## src/rtl/uart_wake_pkg.sv

```systemverilog
package uart_wake_pkg;

    localparam int OSR      = 16;
    localparam int MID_TICK = OSR / 2 - 1;
    localparam int CW       = $clog2(OSR);
    localparam int WW       = 9;

    typedef enum logic [1:0] {
        ST_IDLE,
        ST_START,
        ST_DATA,
        ST_STOP
    } rx_state_t;

    typedef struct packed {
        logic [WW-1:0] data;
        logic          ferr;
    } rx_word_t;

    function automatic logic [WW-1:0] align_word(input logic [WW-1:0] sh, input logic nine);
        return nine ? sh : {1'b0, sh[WW-1:1]};
    endfunction

endpackage

```

## src/rtl/rx_line_sync.sv

```systemverilog
module rx_line_sync (
    input  logic clk,
    input  logic rst,
    input  logic rx_in,
    output logic rx_s,
    output logic rx_fall,
    output logic rx_rise
);
    logic [2:0] sr;

    always_ff @(posedge clk) begin
        if (rst) sr <= 3'b111;
        else     sr <= {sr[1:0], rx_in};
    end

    assign rx_s    = sr[1];
    assign rx_fall = sr[2] & ~sr[1];
    assign rx_rise = ~sr[2] & sr[1];
endmodule

```

## src/rtl/rx_frame.sv

```systemverilog
module rx_frame
    import uart_wake_pkg::*;
(
    input  logic     clk,
    input  logic     rst,
    input  logic     active,
    input  logic     tick,
    input  logic     nine_bit,
    input  logic     rx_s,
    input  logic     rx_fall,
    output logic     word_vld,
    output rx_word_t word_out
);
    rx_state_t     state;
    logic [CW-1:0] cnt;
    logic [3:0]    bidx;
    logic [WW-1:0] shreg;
    logic [3:0]    last_bit;

    assign last_bit = nine_bit ? 4'd8 : 4'd7;

    always_ff @(posedge clk) begin
        if (rst) begin
            state    <= ST_IDLE;
            cnt      <= '0;
            bidx     <= '0;
            shreg    <= '0;
            word_vld <= 1'b0;
            word_out <= '0;
        end else begin
            word_vld <= 1'b0;
            if (!active) begin
                state <= ST_IDLE;
            end else begin
                case (state)
                    ST_IDLE: if (rx_fall) begin
                        state <= ST_START;
                        cnt   <= '0;
                    end
                    ST_START: if (tick) begin
                        if (cnt == CW'(MID_TICK)) begin
                            cnt   <= '0;
                            bidx  <= '0;
                            state <= rx_s ? ST_IDLE : ST_DATA;
                        end else begin
                            cnt <= cnt + 1'b1;
                        end
                    end
                    ST_DATA: if (tick) begin
                        cnt <= cnt + 1'b1;
                        if (cnt == CW'(OSR - 1)) begin
                            shreg <= {rx_s, shreg[WW-1:1]};
                            if (bidx == last_bit) state <= ST_STOP;
                            else                  bidx  <= bidx + 1'b1;
                        end
                    end
                    ST_STOP: if (tick) begin
                        cnt <= cnt + 1'b1;
                        if (cnt == CW'(OSR - 1)) begin
                            word_vld      <= 1'b1;
                            word_out.data <= align_word(shreg, nine_bit);
                            word_out.ferr <= ~rx_s;
                            state         <= ST_IDLE;
                        end
                    end
                    default: state <= ST_IDLE;
                endcase
            end
        end
    end
endmodule

```

## src/rtl/rx_buffer.sv

```systemverilog
module rx_buffer
    import uart_wake_pkg::*;
#(
    parameter int DEPTH = 2
) (
    input  logic     clk,
    input  logic     rst,
    input  logic     push,
    input  rx_word_t din,
    input  logic     pop,
    input  logic     ovr_clr,
    output rx_word_t head,
    output logic     not_empty,
    output logic     full,
    output logic     overrun
);
    localparam int AW = (DEPTH > 1) ? $clog2(DEPTH) : 1;
    localparam int NW = $clog2(DEPTH + 1);

    rx_word_t      mem [DEPTH];
    logic [AW-1:0] wp, rp;
    logic [NW-1:0] count;
    logic          do_pop, do_push;

    function automatic logic [AW-1:0] nxt(input logic [AW-1:0] p);
        return (p == AW'(DEPTH - 1)) ? '0 : p + 1'b1;
    endfunction

    assign not_empty = (count != '0);
    assign full      = (count == NW'(DEPTH));
    assign do_pop    = pop & not_empty;
    assign do_push   = push & ~overrun & ~full;
    assign head      = mem[rp];

    always_ff @(posedge clk) begin
        if (rst) begin
            wp      <= '0;
            rp      <= '0;
            count   <= '0;
            overrun <= 1'b0;
            for (int i = 0; i < DEPTH; i++) mem[i] <= '0;
        end else begin
            if (do_push) begin
                mem[wp] <= din;
                wp      <= nxt(wp);
            end
            if (do_pop) rp <= nxt(rp);
            count <= count + NW'(do_push) - NW'(do_pop);
            if (ovr_clr)                      overrun <= 1'b0;
            else if (push & full & ~overrun)  overrun <= 1'b1;
        end
    end
endmodule

```

## src/rtl/rx_wake.sv

```systemverilog
module rx_wake (
    input  logic clk,
    input  logic rst,
    input  logic wake_set,
    input  logic rx_fall,
    input  logic rx_rise,
    input  logic rd_strobe,
    output logic wake_en,
    output logic wake_irq
);
    logic seen;

    always_ff @(posedge clk) begin
        if (rst) begin
            wake_en  <= 1'b0;
            seen     <= 1'b0;
            wake_irq <= 1'b0;
        end else begin
            if (wake_set) begin
                wake_en <= 1'b1;
                seen    <= 1'b0;
            end else if (wake_en && rx_fall) begin
                seen <= 1'b1;
            end else if (wake_en && seen && rx_rise) begin
                wake_en <= 1'b0;
                seen    <= 1'b0;
            end
            if (wake_en && rx_fall && !wake_set) wake_irq <= 1'b1;
            else if (rd_strobe)                  wake_irq <= 1'b0;
        end
    end
endmodule

```

## src/rtl/uart_wake_rx.sv

```systemverilog
module uart_wake_rx
    import uart_wake_pkg::*;
#(
    parameter int DEPTH = 2
) (
    input  logic          clk,
    input  logic          rst,
    input  logic          rx_in,
    input  logic          baud_tick,
    input  logic          port_en,
    input  logic          cont_rx,
    input  logic          nine_bit,
    input  logic          wake_set,
    input  logic          rd_strobe,
    output logic [WW-1:0] rd_data,
    output logic          rd_ferr,
    output logic          rx_irq,
    output logic          overrun,
    output logic          wake_en
);
    logic     rx_s, rx_fall, rx_rise;
    logic     push, full, not_empty, wake_irq;
    rx_word_t word, head;

    rx_line_sync u_sync (
        .clk(clk), .rst(rst), .rx_in(rx_in),
        .rx_s(rx_s), .rx_fall(rx_fall), .rx_rise(rx_rise)
    );

    rx_frame u_frame (
        .clk(clk), .rst(rst),
        .active(port_en & cont_rx & ~wake_en),
        .tick(baud_tick), .nine_bit(nine_bit),
        .rx_s(rx_s), .rx_fall(rx_fall),
        .word_vld(push), .word_out(word)
    );

    rx_buffer #(.DEPTH(DEPTH)) u_buf (
        .clk(clk), .rst(rst), .push(push), .din(word),
        .pop(rd_strobe), .ovr_clr(~cont_rx),
        .head(head), .not_empty(not_empty), .full(full), .overrun(overrun)
    );

    rx_wake u_wake (
        .clk(clk), .rst(rst), .wake_set(wake_set),
        .rx_fall(rx_fall), .rx_rise(rx_rise), .rd_strobe(rd_strobe),
        .wake_en(wake_en), .wake_irq(wake_irq)
    );

    assign rd_data = head.data;
    assign rd_ferr = head.ferr;
    assign rx_irq  = not_empty | wake_irq;
endmodule

```

## config.mk

```make
export PLATFORM = sky130hd
export DESIGN_NAME = uart_wake_rx
export DESIGN_NICKNAME = d
export VERILOG_FILES = /design/src/rtl/uart_wake_pkg.sv /design/src/rtl/rx_line_sync.sv /design/src/rtl/rx_frame.sv /design/src/rtl/rx_buffer.sv /design/src/rtl/rx_wake.sv /design/src/rtl/uart_wake_rx.sv
export SDC_FILE = /design/constraint.sdc
export NUM_CORES = 1
export LEC_CHECK = 0
export BUFFER_PORTS_ARGS = -buffer_cell sky130_fd_sc_hd__buf_2
export CAP_MARGIN = 20
export CORE_ASPECT_RATIO = 0.5
export CORE_MARGIN = 8
export CORE_UTILIZATION = 56
export CTS_BUF_LIST = sky130_fd_sc_hd__clkbuf_8
export CTS_CLUSTER_SIZE = 16
export DETAILED_ROUTE_END_ITERATION = 10
export MAX_ROUTING_LAYER = met4
export PLACE_DENSITY = 0.89
export SLEW_MARGIN = 20
export SYNTH_ARGS = -nofsm -noshare
export SYNTH_HDL_FRONTEND = slang
export SYNTH_SLANG_ARGS = --single-unit
```

## constraint.sdc

```tcl
create_clock -name clk -period 1.9 [get_ports clk]
set_input_delay 0.285 -clock clk [delete_from_list [all_inputs] [get_ports clk]]
set_output_delay 0.285 -clock clk [all_outputs]
set_load 0.01 [all_outputs]
```

---- After elaboration in Yosys (flattened, before gate mapping) ----
Memories as Yosys holds them, arrays and structs flattened. A register that Yosys moved wholly into a read port is not among the register bits.
Cells that the tools add are included.
cells by class
  $add $sub $neg .......................... 6
  eq/ne operators ......................... 18
  muxes and demuxes ....................... 42
  bitwise operators ....................... 19
  reduce and logical (&&, ||, !) cells .... 23
operators by type and width
  kind                                                                   number
  4-bit two-way mux                                                      10
  1-bit two-way mux                                                      18
  2-bit two-way mux                                                      9
  2-bit by 1-bit != test with 1-bit output, second input constant        6
  4-bit case mux with 3 select lines                                     1
  4-bit AND reduction                                                    3
  10-bit two-way mux                                                     1
  2-bit != test, second input constant                                   5
  2-bit nonzero test                                                     5
  10-bit OR reduction                                                    1
  1-bit bitwise AND                                                      9
  9-bit two-way mux                                                      1
  1-bit inverter                                                         9
  4-bit by 1-bit adder with 4-bit output, second input constant          2
  2-bit case mux with 4 select lines                                     1
  4-bit case mux with 2 select lines                                     1
  8-bit AND reduction                                                    1
  2-bit OR reduction                                                     4
  7-bit AND reduction                                                    1
  2-bit equality test, second input constant                             3
  4-bit by 3-bit equality test with 1-bit output, second input constant  1
  4-bit equality test                                                    1
  4-bit equality test, second input constant                             1
  1-bit logical AND                                                      4
  other kinds (9)                                                        10
word-level totals
  bits in registers ....................... 41
  memory bits (writable) .................. 20
  word-level logic and storage cells ...... 124
  memories kept ........................... 1
memory list
  name       words  bits a word  read ports  clocked after Yosys merged registers in  write ports  line             RTL
  u_buf.mem  2      10           1           1                                        2            rx_buffer.sv:20  rx_word_t mem [DEPTH];

---- Depth between registers and ports, before layout ----
Gate-level depths: netlist (run 1).
  depth after elaboration ................. 8
  mapped depth ............................ 8
  depth with buffers taken out ............ 8

---- Hierarchy ----
From an unflattened synthesis (run 1), not the netlist that was laid out.
second synthesis, totals
  cells, all modules ...................... 261
  area, all modules ....................... 2854.0 sq um
by module, submodules not included
  module        times used  cells an instance  area an instance (sq um)
  rx_frame      1           153                1435.1
  rx_buffer     1           85                 1183.6
  rx_wake       1           12                 123.9
  rx_line_sync  1           8                  92.6
  uart_wake_rx  1           3                  18.8

---- Least setup slack after synthesis (run 1) ----
No wires, ideal clock.
  kind .................................... register to register
  start point ............................. reg u_buf.count[1]
  end point ............................... mem u_buf.mem[0][0] (netlist name) (enable)
  arrival ................................. 1484 ps
  required time ........................... 1521 ps
  slack ................................... 37 ps
  stages on the path, launching flop included .. 5
  clock period less this slack ............ 1863 ps
  cells stage by stage .................... dfxtp_1 nor2b_1 or3b_1 clkbuf_1 o21bai_1
RTL lines
  element                 line             RTL
  start, declared         rx_buffer.sv:22  logic [NW-1:0] count;
  start signal, assigned  rx_buffer.sv:48  count <= count + NW'(do_push) - NW'(do_pop);
  end, declared           rx_buffer.sv:20

==> impl_metrics.csv, run 1 <==
group,metric,value,unit
run_status,status,"complete, no violations",
global_route,antenna_found_initial,0,
placed_design,gp_congestion,0.824,
detailed_routing,drtIter0Drc,80,
synthesis,yosys.area_share.simple,0.204,
sta,period_minus_slack,1.74,ns
clock_tree,hold_buffers,0,
worst_setup_path,cp_max_fo,10,
sta,clock_skew,0.00638,ns
floorplan,num_rows,18,
floorplan,initial_core_util,0.576,
cells_and_area,drive_gt1_frac,0.225,
sta,drv_slew,0,
sta,setup_tns,0,ns
pwr,leakagePower,1.19,nW
sta,grt_setup_unrepaired,"false",
global_route,grt-ovfl-total,0,
synthesis,synth_top_family_by_area,"simple AND/OR/NAND/NOR gates",
worst_setup_path,cp_slowest_cell,"dfxtp_1",
detailed_routing,routed-via-count,1935,
clock_tree,cts-root-buf,"clkbuf_8",
job,maxCapViolations,0,
global_route,grt_pass1_vias,1879,
hold_path,hp-class,"in -> reg",
synthesis,ys_warn_count,0,
sta,setup_viol,0,
worst_setup_path,cp.depth,2,
clock_tree,htree_levels,3,
clock_tree,cts_setup_buffers,0,
clock_tree,clock_sinks,62,
sta,period_share,0.918,
sta,slew_headroom,0.665,
clock_tree,cts_buffer_depth,2,
worst_setup_path,crit_buf_inv,1,
synthesis,yosysSeqAreaShare,0.514,
synthesis,synth_compound_area_frac,0.0938,
detailed_routing,wl_per_cell,14.6,um
clock_tree,clk_pin_slew,0.06,ns
global_route,grtUsageTotal,0.151,
worst_setup_path,max_stage_delay,0.58,ns
detailed_routing,viasPerCell,5.39,
worst_setup_path,path_cells,"mux2_2 -> buf_2",
pwr,ir_drop,0.410,mV
cells_and_area,nFillCells,374,
global_route,grt_max_degree,23,
synthesis,netlist_instances,259,
sta,tightest_slew,0.500,ns
worst_setup_path,reg2regPathDepth,4,
clock_tree,cts-buffers-inserted,9,
synthesis,synth_flop_cell,"dfxtp_1",
detailed_routing,first_pass_iters,4,
synthesis,synth.area.mux_share,0.108,
synthesis,synth-seq-cells,62,
synthesis,synth_nets,272,
floorplan,die-area,7660,um^2
clock_tree,clkLatencyLatePin,0.34,ns
synthesis,syn_area,2800,um^2
worst_setup_path,cpLargestDelayFamily,"flip-flops",
synthesis,synth_fa_ha_area_frac,0.0179,
floorplan,die_w,116,um
hold_path,holdPathStages,2,
synthesis,yosysUniqueCellTypes,47,
synthesis,synthArstFlopShare,0,
clock_tree,cts_resized,0,
placed_design,portBuffers,21,
detailed_routing,ant_nets,0,
detailed_routing,drc,0,
cells_and_area,area_growth_syn_to_layout,13.3,%
sta,hold_violations,0,
placed_design,hpwl,3660,um
worst_setup_path,worst_setup_path_end_kind,"output port",
synthesis,synth_xor_area_frac,0.0219,
global_route,grt_pass1_wl,8520,um
detailed_routing,wirelength,5230,um
floorplan,io_pins,22,
cells_and_area,fin_nets,297,
pwr,power.density,895,nW/um^2
cells_and_area,insertedDiodeCount,0,
worst_setup_path,crit_arrival,1.46,ns
sta,fin_hold_ws,0.135,ns
synthesis,synth_edf_count,20,
clock_tree,cts_tree,"done",
synthesis,avgSynthCellArea,10.8,um^2
worst_setup_path,worstPathRequired,1.62,ns
worst_setup_path,crit_path_start_kind,"flip-flop",
worst_setup_path,path_class,"reg -> out",
sta,fmax,0.573,GHz
floorplan,die_y,66.0,um
floorplan,core_area,4860,um^2
-- power breakdown --
group | switching [mW] | total (mW) | internal, mW
clock network | 0.482 | 1.20 | 0.719
logic | 0.103 | 0.205 | 0.102
registers | 0.0319 | 1.44 | 1.40
-- synthesized netlist by cell type, drive strengths merged (6+ instances only) --
master  number  area [um^2]
a211oi      11         87.6
and2        22          138
nor2        30          113
a21oi        9         56.3
mux2        10          113
inv          8         30.0
nand3b       6         57.6
edfxtp      20          601
mux2i       19          190
nand3        6         30.0
dfxtp       42          841
buf          9         62.6
nand2        6         22.5
-- kinds of logic after synthesis --
group	Yosys count
buffers and inverters	22
adder cells (fa/ha/maj)	4
XOR/XNOR	7
AO/OA/AOI/OAI	36
AND/OR/NAND/NOR	99
multiplexers	29
flip-flops	62
-- placed cells by master, fill, tap and decap left out, drive strengths merged, types with 2 or more instances in the layout --
| cell | n |
|---|---|
| mux2 | 10 |
| or2 | 5 |
| xor2 | 4 |
| nand2b | 2 |
| nor3 | 3 |
| inv | 10 |
| mux2i | 19 |
| o21ai | 4 |
| and2 | 22 |
| edfxtp | 20 |
| xnor2 | 3 |
| ha | 4 |
| clkbuf | 9 |
| or3 | 4 |
| nor2b | 4 |
| buf | 28 |
| dfxtp | 42 |
| o21bai | 3 |
| nand2 | 6 |
| nor3b | 4 |
| nand3b | 6 |
| or3b | 2 |
| nand3 | 6 |
| a211oi | 11 |
| o221ai | 2 |
| nor2 | 30 |
| clkinv | 3 |
| a21oi | 9 |
| bufinv | 2 |
-- worst register-to-register path, stage by stage (launching register included) --
cell and delay [ns]:
dfxtp_1 0.34, nor2b_1 0.15, or3b_1 0.45, nor3b_2 0.21
or2_2 0.28
-- final cells by class --
type,count,area [um^2],share of cell area
timing repair buffer,28,158,0.0496
clock inverter,7,81.3,0.0256
inverter,8,30.0,0.00945
sequential,62,1440,0.454
clock buffer,9,124,0.0390
tap,70,87.6,0.0276
multi-input combinational,175,1250,0.395
-- sequential cells by signal (all words and copies together) (netlist names), 2 cells and up, named ones only --
signal,cells
u_frame.word_out,10
u_frame.shreg,9
u_buf.count,2
u_frame.bidx,4
u_sync.sr,3
u_frame.cnt,4
u_buf.mem,20
-- stage by stage --
step                       util  instance area, um^2  power (mW)  cells  worst slack (ns)
after floorplan               -                 2800        1.60    259            0.0369
after global placement    0.611                 2970        1.66    343             0.234
after detailed placement  0.611                 2970        1.67    343             0.165
after CTS                 0.653                 3180        2.87    359             0.117
after global routing      0.653                 3180        2.95    359            0.0231
final                     0.653                 3180        2.84    359             0.155
-- path summary, 6_finish.rpt --
kind	startpoint	endpoint	slack [ns]
worst max register to register	u_buf.count[1]	u_buf.mem[1][0]	0.16
worst max-delay path	flip-flop	rd_data[6]	0.16
worst min register to register	u_sync.sr[0]	u_sync.sr[1]	0.42
worst min-delay path	rx_in	u_sync.sr[0]	0.14
-- per-layer routing --
metal / GRT usage / wire length, um
met1: 0.157 / 2330
met2: 0.252 / 2540
met3: 0.0537 / 248
met4: 0.0768 / 107
met5: - / 0
Note: power is estimated with default switching activity, not from simulation.
==> run 2, diff against run 1 <==
--- a/config.mk
+++ b/config.mk
@@ -9,12 +9,12 @@
 export CAP_MARGIN = 20
 export CORE_ASPECT_RATIO = 0.5
 export CORE_MARGIN = 8
-export CORE_UTILIZATION = 56
+export CORE_UTILIZATION = 60
 export CTS_BUF_LIST = sky130_fd_sc_hd__clkbuf_8
 export CTS_CLUSTER_SIZE = 16
 export DETAILED_ROUTE_END_ITERATION = 10
 export MAX_ROUTING_LAYER = met4
-export PLACE_DENSITY = 0.89
+export PLACE_DENSITY = 0.91
 export SLEW_MARGIN = 20
 export SYNTH_ARGS = -nofsm -noshare
 export SYNTH_HDL_FRONTEND = slang
==> constraint.sdc (replaced) <==
create_clock -name clk -period 1.76 [get_ports clk]
set_input_delay 0.264 -clock clk [delete_from_list [all_inputs] [get_ports clk]]
set_output_delay 0.264 -clock clk [all_outputs]
set_load 0.01 [all_outputs]
==> run 2 against run 1 <==
Compared with the run above:
- final area did not move
- final cell count fell by 3.1%
- critical endpoint is now u_buf.count[1]
- total power is 1.9% lower
- combinational power increased by 15%
- wire length fell by 1.7%
- non-clock buffer count rose by 2
- highest routed layer unchanged
- first-iteration DRC count up 55%
- sequential power rose by 8%
- clock-buffer cell count unchanged
==> impl_metrics.csv, run 2 (same netlist as run 1, synthesis figures left out) <==
group,metric,value,unit
run_status,status,"complete, no violations",
detailed_routing,first_pass_iters,4,
sta,period_share,0.971,
clock_tree,cts-buffers-inserted,9,
cells_and_area,top_regs,"u_buf.mem (20), u_frame.word_out (10), u_frame.shreg (9)",
worst_setup_path,worst_setup_path_end_kind,"flip-flop",
clock_tree,cts_setup_buffers,0,
floorplan,die-area,7250,um^2
worst_setup_path,path_cells,"nor2b_1 -> or3b_1 -> inv_1 -> ha_1 -> xor2_2 -> xnor2_1 -> nor2_1",
cells_and_area,final_common_cell,"dfxtp_1",
cells_and_area,seq_area,1440,um^2
pwr,ir_drop,0.451,mV
cells_and_area,layout_common_cells,"dfxtp_1, nor2_1, and2_1, buf_2, edfxtp_1",
sta,drv_slew,0,
global_route,antenna_found_initial,0,
worst_setup_path,worstPathRequired,1.98,ns
clock_tree,cts_tree,"done",
pwr,finalPower,2.79,mW
worst_setup_path,crit_path_start_kind,"flip-flop",
detailed_routing,wirelength,5140,um
sta,hold_violations,0,
worst_setup_path,path_class,"reg -> reg",
placed_design,gp_congestion,0.849,
detailed_routing,drtIter0Drc,124,
floorplan,initial_core_util,0.630,
worst_setup_path,cp_slowest_cell,"or3b_1",
clock_tree,cts_buffer_depth,2,
pwr,leakagePower,1.19,nW
floorplan,die_y,64.3,um
job,maxCapViolations,0,
global_route,grt_max_degree,35,
sta,setup_tns,0,ns
clock_tree,clk_pin_slew,0.07,ns
placed_design,place_ws,0.0500,ns
cells_and_area,insertedDiodeCount,0,
global_route,grt_pass1_wl,8590,um
floorplan,num_rows,17,
detailed_routing,routed-via-count,1947,
detailed_routing,viasPerCell,5.59,
sta,period_minus_slack,1.71,ns
clock_tree,clkLatencyLatePin,0.34,ns
sta,setup_viol,0,
clock_tree,htree_levels,3,
hold_path,hp-class,"in -> reg",
detailed_routing,wl_per_cell,14.8,um
detailed_routing,ant_nets,0,
cells_and_area,top_register,"u_buf.mem",
sta,tightest_slew,0.405,ns
global_route,grt-ovfl-total,0,
clock_tree,hold_buffers,0,
sta,layout_setup_ws,0.0511,ns
pwr,power.density,877,nW/um^2
sta,grt_setup_unrepaired,"false",
worst_setup_path,cp_max_fo,4,
floorplan,core_area,4450,um^2
floorplan,die_w,113,um
clock_tree,clock_sinks,62,
sta,fmax,0.585,GHz
placed_design,place_area,3000,um^2
placed_design,hpwl,3570,um
floorplan,io_pins,22,
cells_and_area,largest_register_ffs,20,
detailed_routing,drc,0,
worst_setup_path,rrSetupSlack,0.05,ns
worst_setup_path,max_stage_delay,0.41,ns
clock_tree,cts-root-buf,"clkbuf_8",
sta,slew_headroom,0.730,
cells_and_area,area_growth_syn_to_layout,13.3,%
cells_and_area,final_area,3180,um^2
global_route,grt_pass1_vias,1899,
cells_and_area,multi_input_area,1280,um^2
cells_and_area,fin_nets,299,
sta,clock_skew,0.0125,ns
cells_and_area,nFillCells,301,
placed_design,portBuffers,21,
global_route,grtUsageTotal,0.155,
worst_setup_path,crit_arrival,1.93,ns
cells_and_area,drive_gt1_frac,0.247,
-- run 2: metrics by stage --
step	std cells	hold WS, ns	util
after global routing	348	0.0907	0.715
after floorplan	259	0.342	-
after detailed placement	332	0.397	0.675
after global placement	332	0.393	0.675
after CTS	348	0.0952	0.710
final	348	0.111	0.715
-- run 2: area by class of cell --
cell class	instances	area share
Multi-Input combinational cell	175	0.402
Clock inverter	7	0.0110
Sequential cell	62	0.454
Timing Repair Buffer	30	0.0622
Tap cell	57	0.0224
Inverter	8	0.00945
Clock buffer	9	0.0390
-- run 2: power by group --
part / switching [mW] / leakage (nW) / internal [mW]
clock network: 0.513 / 0.0911 / 0.489
logic: 0.119 / 0.565 / 0.117
registers: 0.0326 / 0.530 / 1.52
-- run 2: path summary, 6_finish.rpt --
check              endpoint            from  cells after the start
min            u_sync.sr[0]           rx_in                      2
max reg2reg  u_buf.count[1]  u_buf.count[1]                      7
min reg2reg    u_sync.sr[1]    u_sync.sr[0]                      1
max          u_buf.count[1]  u_buf.count[1]                      7
-- run 2: critical path: cells and delay by family (launching register included) --
kind	cells	cell delay (ns)
adder cells (fa/ha/maj)	1	0.20
buffers and inverters	1	0.12
AND/OR/NAND/NOR	3	0.62
XOR/XNOR	2	0.31
flip-flops	1	0.34
-- run 2: metal layers --
layer,track usage,vias to the layer above,share of wire
met3,0.0730,11,0.060
met4,0.0632,0,0.021
met5,-,-,0
met2,0.257,52,0.48
li1,-,966,-
met1,0.159,918,0.44
-- run 2: timing repair --
item,CTS,global route
endpoints found under the hold margin,0,0
endpoints found under the setup margin,0,23
resized for setup,0,4
==> run 3, diff against run 2 <==
==> constraint.sdc (replaced) <==
create_clock -name clk -period 1.76 [get_ports clk]
set_input_delay 0.352 -clock clk [delete_from_list [all_inputs] [get_ports clk]]
set_output_delay 0.352 -clock clk [all_outputs]
set_load 0.01 [all_outputs]
==> run 3 against run 2 <==
Compared with the run above:
- sequential share of layout area shrank 0.43 points
- via count is 2.1% lower
- clock skew is 0.0060 ns lower
- clock power is 15% higher
- wire length shrank 0.86%
- highest routed layer unchanged
- global-route usage is 0.30 points lower
- final cell count grew 0.86%
- total power grew 4.9%
- critical endpoint is now u_frame.bidx[3]
- maximum frequency is 0.58% higher
- hold slack better by 0.088 ns
==> impl_metrics.csv, run 3 (same netlist as run 1, synthesis figures left out) <==
group,metric,value,unit
cells_and_area,area_growth_syn_to_layout,14.4,%
clock_tree,clkLatencyLatePin,0.34,ns
worst_setup_path,path_class,"reg -> reg",
clock_tree,cts_setup_buffers,0,
sta,slew_headroom,0.744,
pwr,leakagePower,1.21,nW
worst_setup_path,rrSetupSlack,0.06,ns
floorplan,die_w,113,um
clock_tree,clk_pin_slew,0.06,ns
placed_design,portBuffers,21,
sta,period_share,0.965,
run_status,status,"complete, no violations",
sta,fmax,0.589,GHz
worst_setup_path,cp_max_fo,7,
job,maxCapViolations,0,
floorplan,core_area,4450,um^2
hold_path,hp-class,"in -> reg",
cells_and_area,insertedDiodeCount,0,
floorplan,die_y,64.3,um
cells_and_area,seq_area,1440,um^2
detailed_routing,wirelength,5100,um
cells_and_area,multi_input_area,1260,um^2
worst_setup_path,crit_arrival,1.91,ns
sta,setup_viol,0,
cells_and_area,final_area,3210,um^2
cells_and_area,top_regs,"u_buf.mem (20), u_frame.word_out (10), u_frame.shreg (9)",
detailed_routing,drtIter0Drc,100,
worst_setup_path,worst_setup_path_end_kind,"flip-flop",
cells_and_area,drive_gt1_frac,0.252,
clock_tree,cts_buffer_depth,2,
pwr,ir_drop,0.509,mV
floorplan,initial_core_util,0.630,
global_route,grt-ovfl-total,0,
placed_design,place_ws,0.0768,ns
sta,drv_slew,0,
detailed_routing,drc,0,
clock_tree,cts_tree,"done",
sta,clock_skew,0.00653,ns
clock_tree,htree_levels,3,
global_route,grt_max_degree,22,
clock_tree,hold_buffers,0,
floorplan,num_rows,17,
sta,hold_violations,0,
worst_setup_path,worstPathRequired,1.97,ns
sta,tightest_slew,0.383,ns
detailed_routing,routed-via-count,1906,
floorplan,io_pins,22,
placed_design,gp_congestion,0.907,
worst_setup_path,crit_path_start_kind,"flip-flop",
global_route,antenna_found_initial,0,
cells_and_area,final_common_cell,"dfxtp_1",
sta,grt_setup_unrepaired,"false",
cells_and_area,fin_nets,302,
cells_and_area,layout_common_cells,"dfxtp_1, nor2_1, and2_1, buf_2, edfxtp_1",
sta,setup_tns,0,ns
detailed_routing,wl_per_cell,14.5,um
cells_and_area,nFillCells,284,
detailed_routing,viasPerCell,5.43,
clock_tree,clock_sinks,62,
detailed_routing,first_pass_iters,4,
cells_and_area,top_register,"u_buf.mem",
placed_design,hpwl,3640,um
floorplan,die-area,7250,um^2
detailed_routing,ant_nets,0,
clock_tree,cts-buffers-inserted,9,
sta,period_minus_slack,1.70,ns
global_route,grt_pass1_wl,8400,um
global_route,grtUsageTotal,0.152,
clock_tree,cts-root-buf,"clkbuf_8",
global_route,grt_pass1_vias,1848,
pwr,power.density,912,nW/um^2
cells_and_area,largest_register_ffs,20,
placed_design,place_area,3020,um^2
sta,layout_setup_ws,0.0609,ns
## run 3: report_power, final
part           switching (mW)  leakage, nW  internal (mW)
combinational           0.113        0.578          0.117
sequential             0.0318        0.530           1.52
clock                   0.513        0.101          0.633
total                   0.657         1.21           2.27
## run 3: worst max-delay path, cell delays in order (launching register included)
cell,delay [ns]
dfxtp_1,0.44
or3b_1,0.40
a211o_1,0.34
o21bai_1,0.25
o221ai_1,0.14
## run 3: what timing repair did
item,CTS,global route
endpoints found under the hold margin,0,0
endpoints found under the setup margin,10,8
pin swaps,0,0
gates resized for setup,1,1
## run 3: final cells by class
type	count	share of cell area
inverters	8	0.00936
clock inverters	7	0.0179
repair buffers	33	0.0687
multi-input cells	175	0.393
flip-flops and latches	62	0.450
clock buffers	9	0.0386
well taps	57	0.0222
## run 3: path summary, 6_finish.rpt
check | start | to | depth (start not counted)
max reg2reg | u_frame.state[0] | u_frame.bidx[3] | 4
max | u_frame.state[0] | u_frame.bidx[3] | 4
min reg2reg | u_sync.sr[0] | u_sync.sr[1] | 1
min | rx_in | u_sync.sr[0] | 2
## run 3: through the flow
stage                     power (mW)  std cells   util  hold WS [ns]
after detailed placement        1.81        335  0.680         0.392
after global routing            3.03        351  0.721         0.192
final                           2.92        351  0.721         0.199
after global placement          1.80        335  0.680         0.393
after floorplan                 1.73        259      -         0.389
after CTS                       2.95        351  0.721         0.182
## run 3: per-layer routing
metal  share of wire  routed length (um)  GRT usage  vias to the layer above
li1                -                   -          -                      972
met1            0.44                2260      0.158                      885
met2            0.49                2510      0.250                       37
met3           0.041                 207     0.0562                       12
met4           0.025                 125     0.0865                        0
met5               0                   0          -                        -
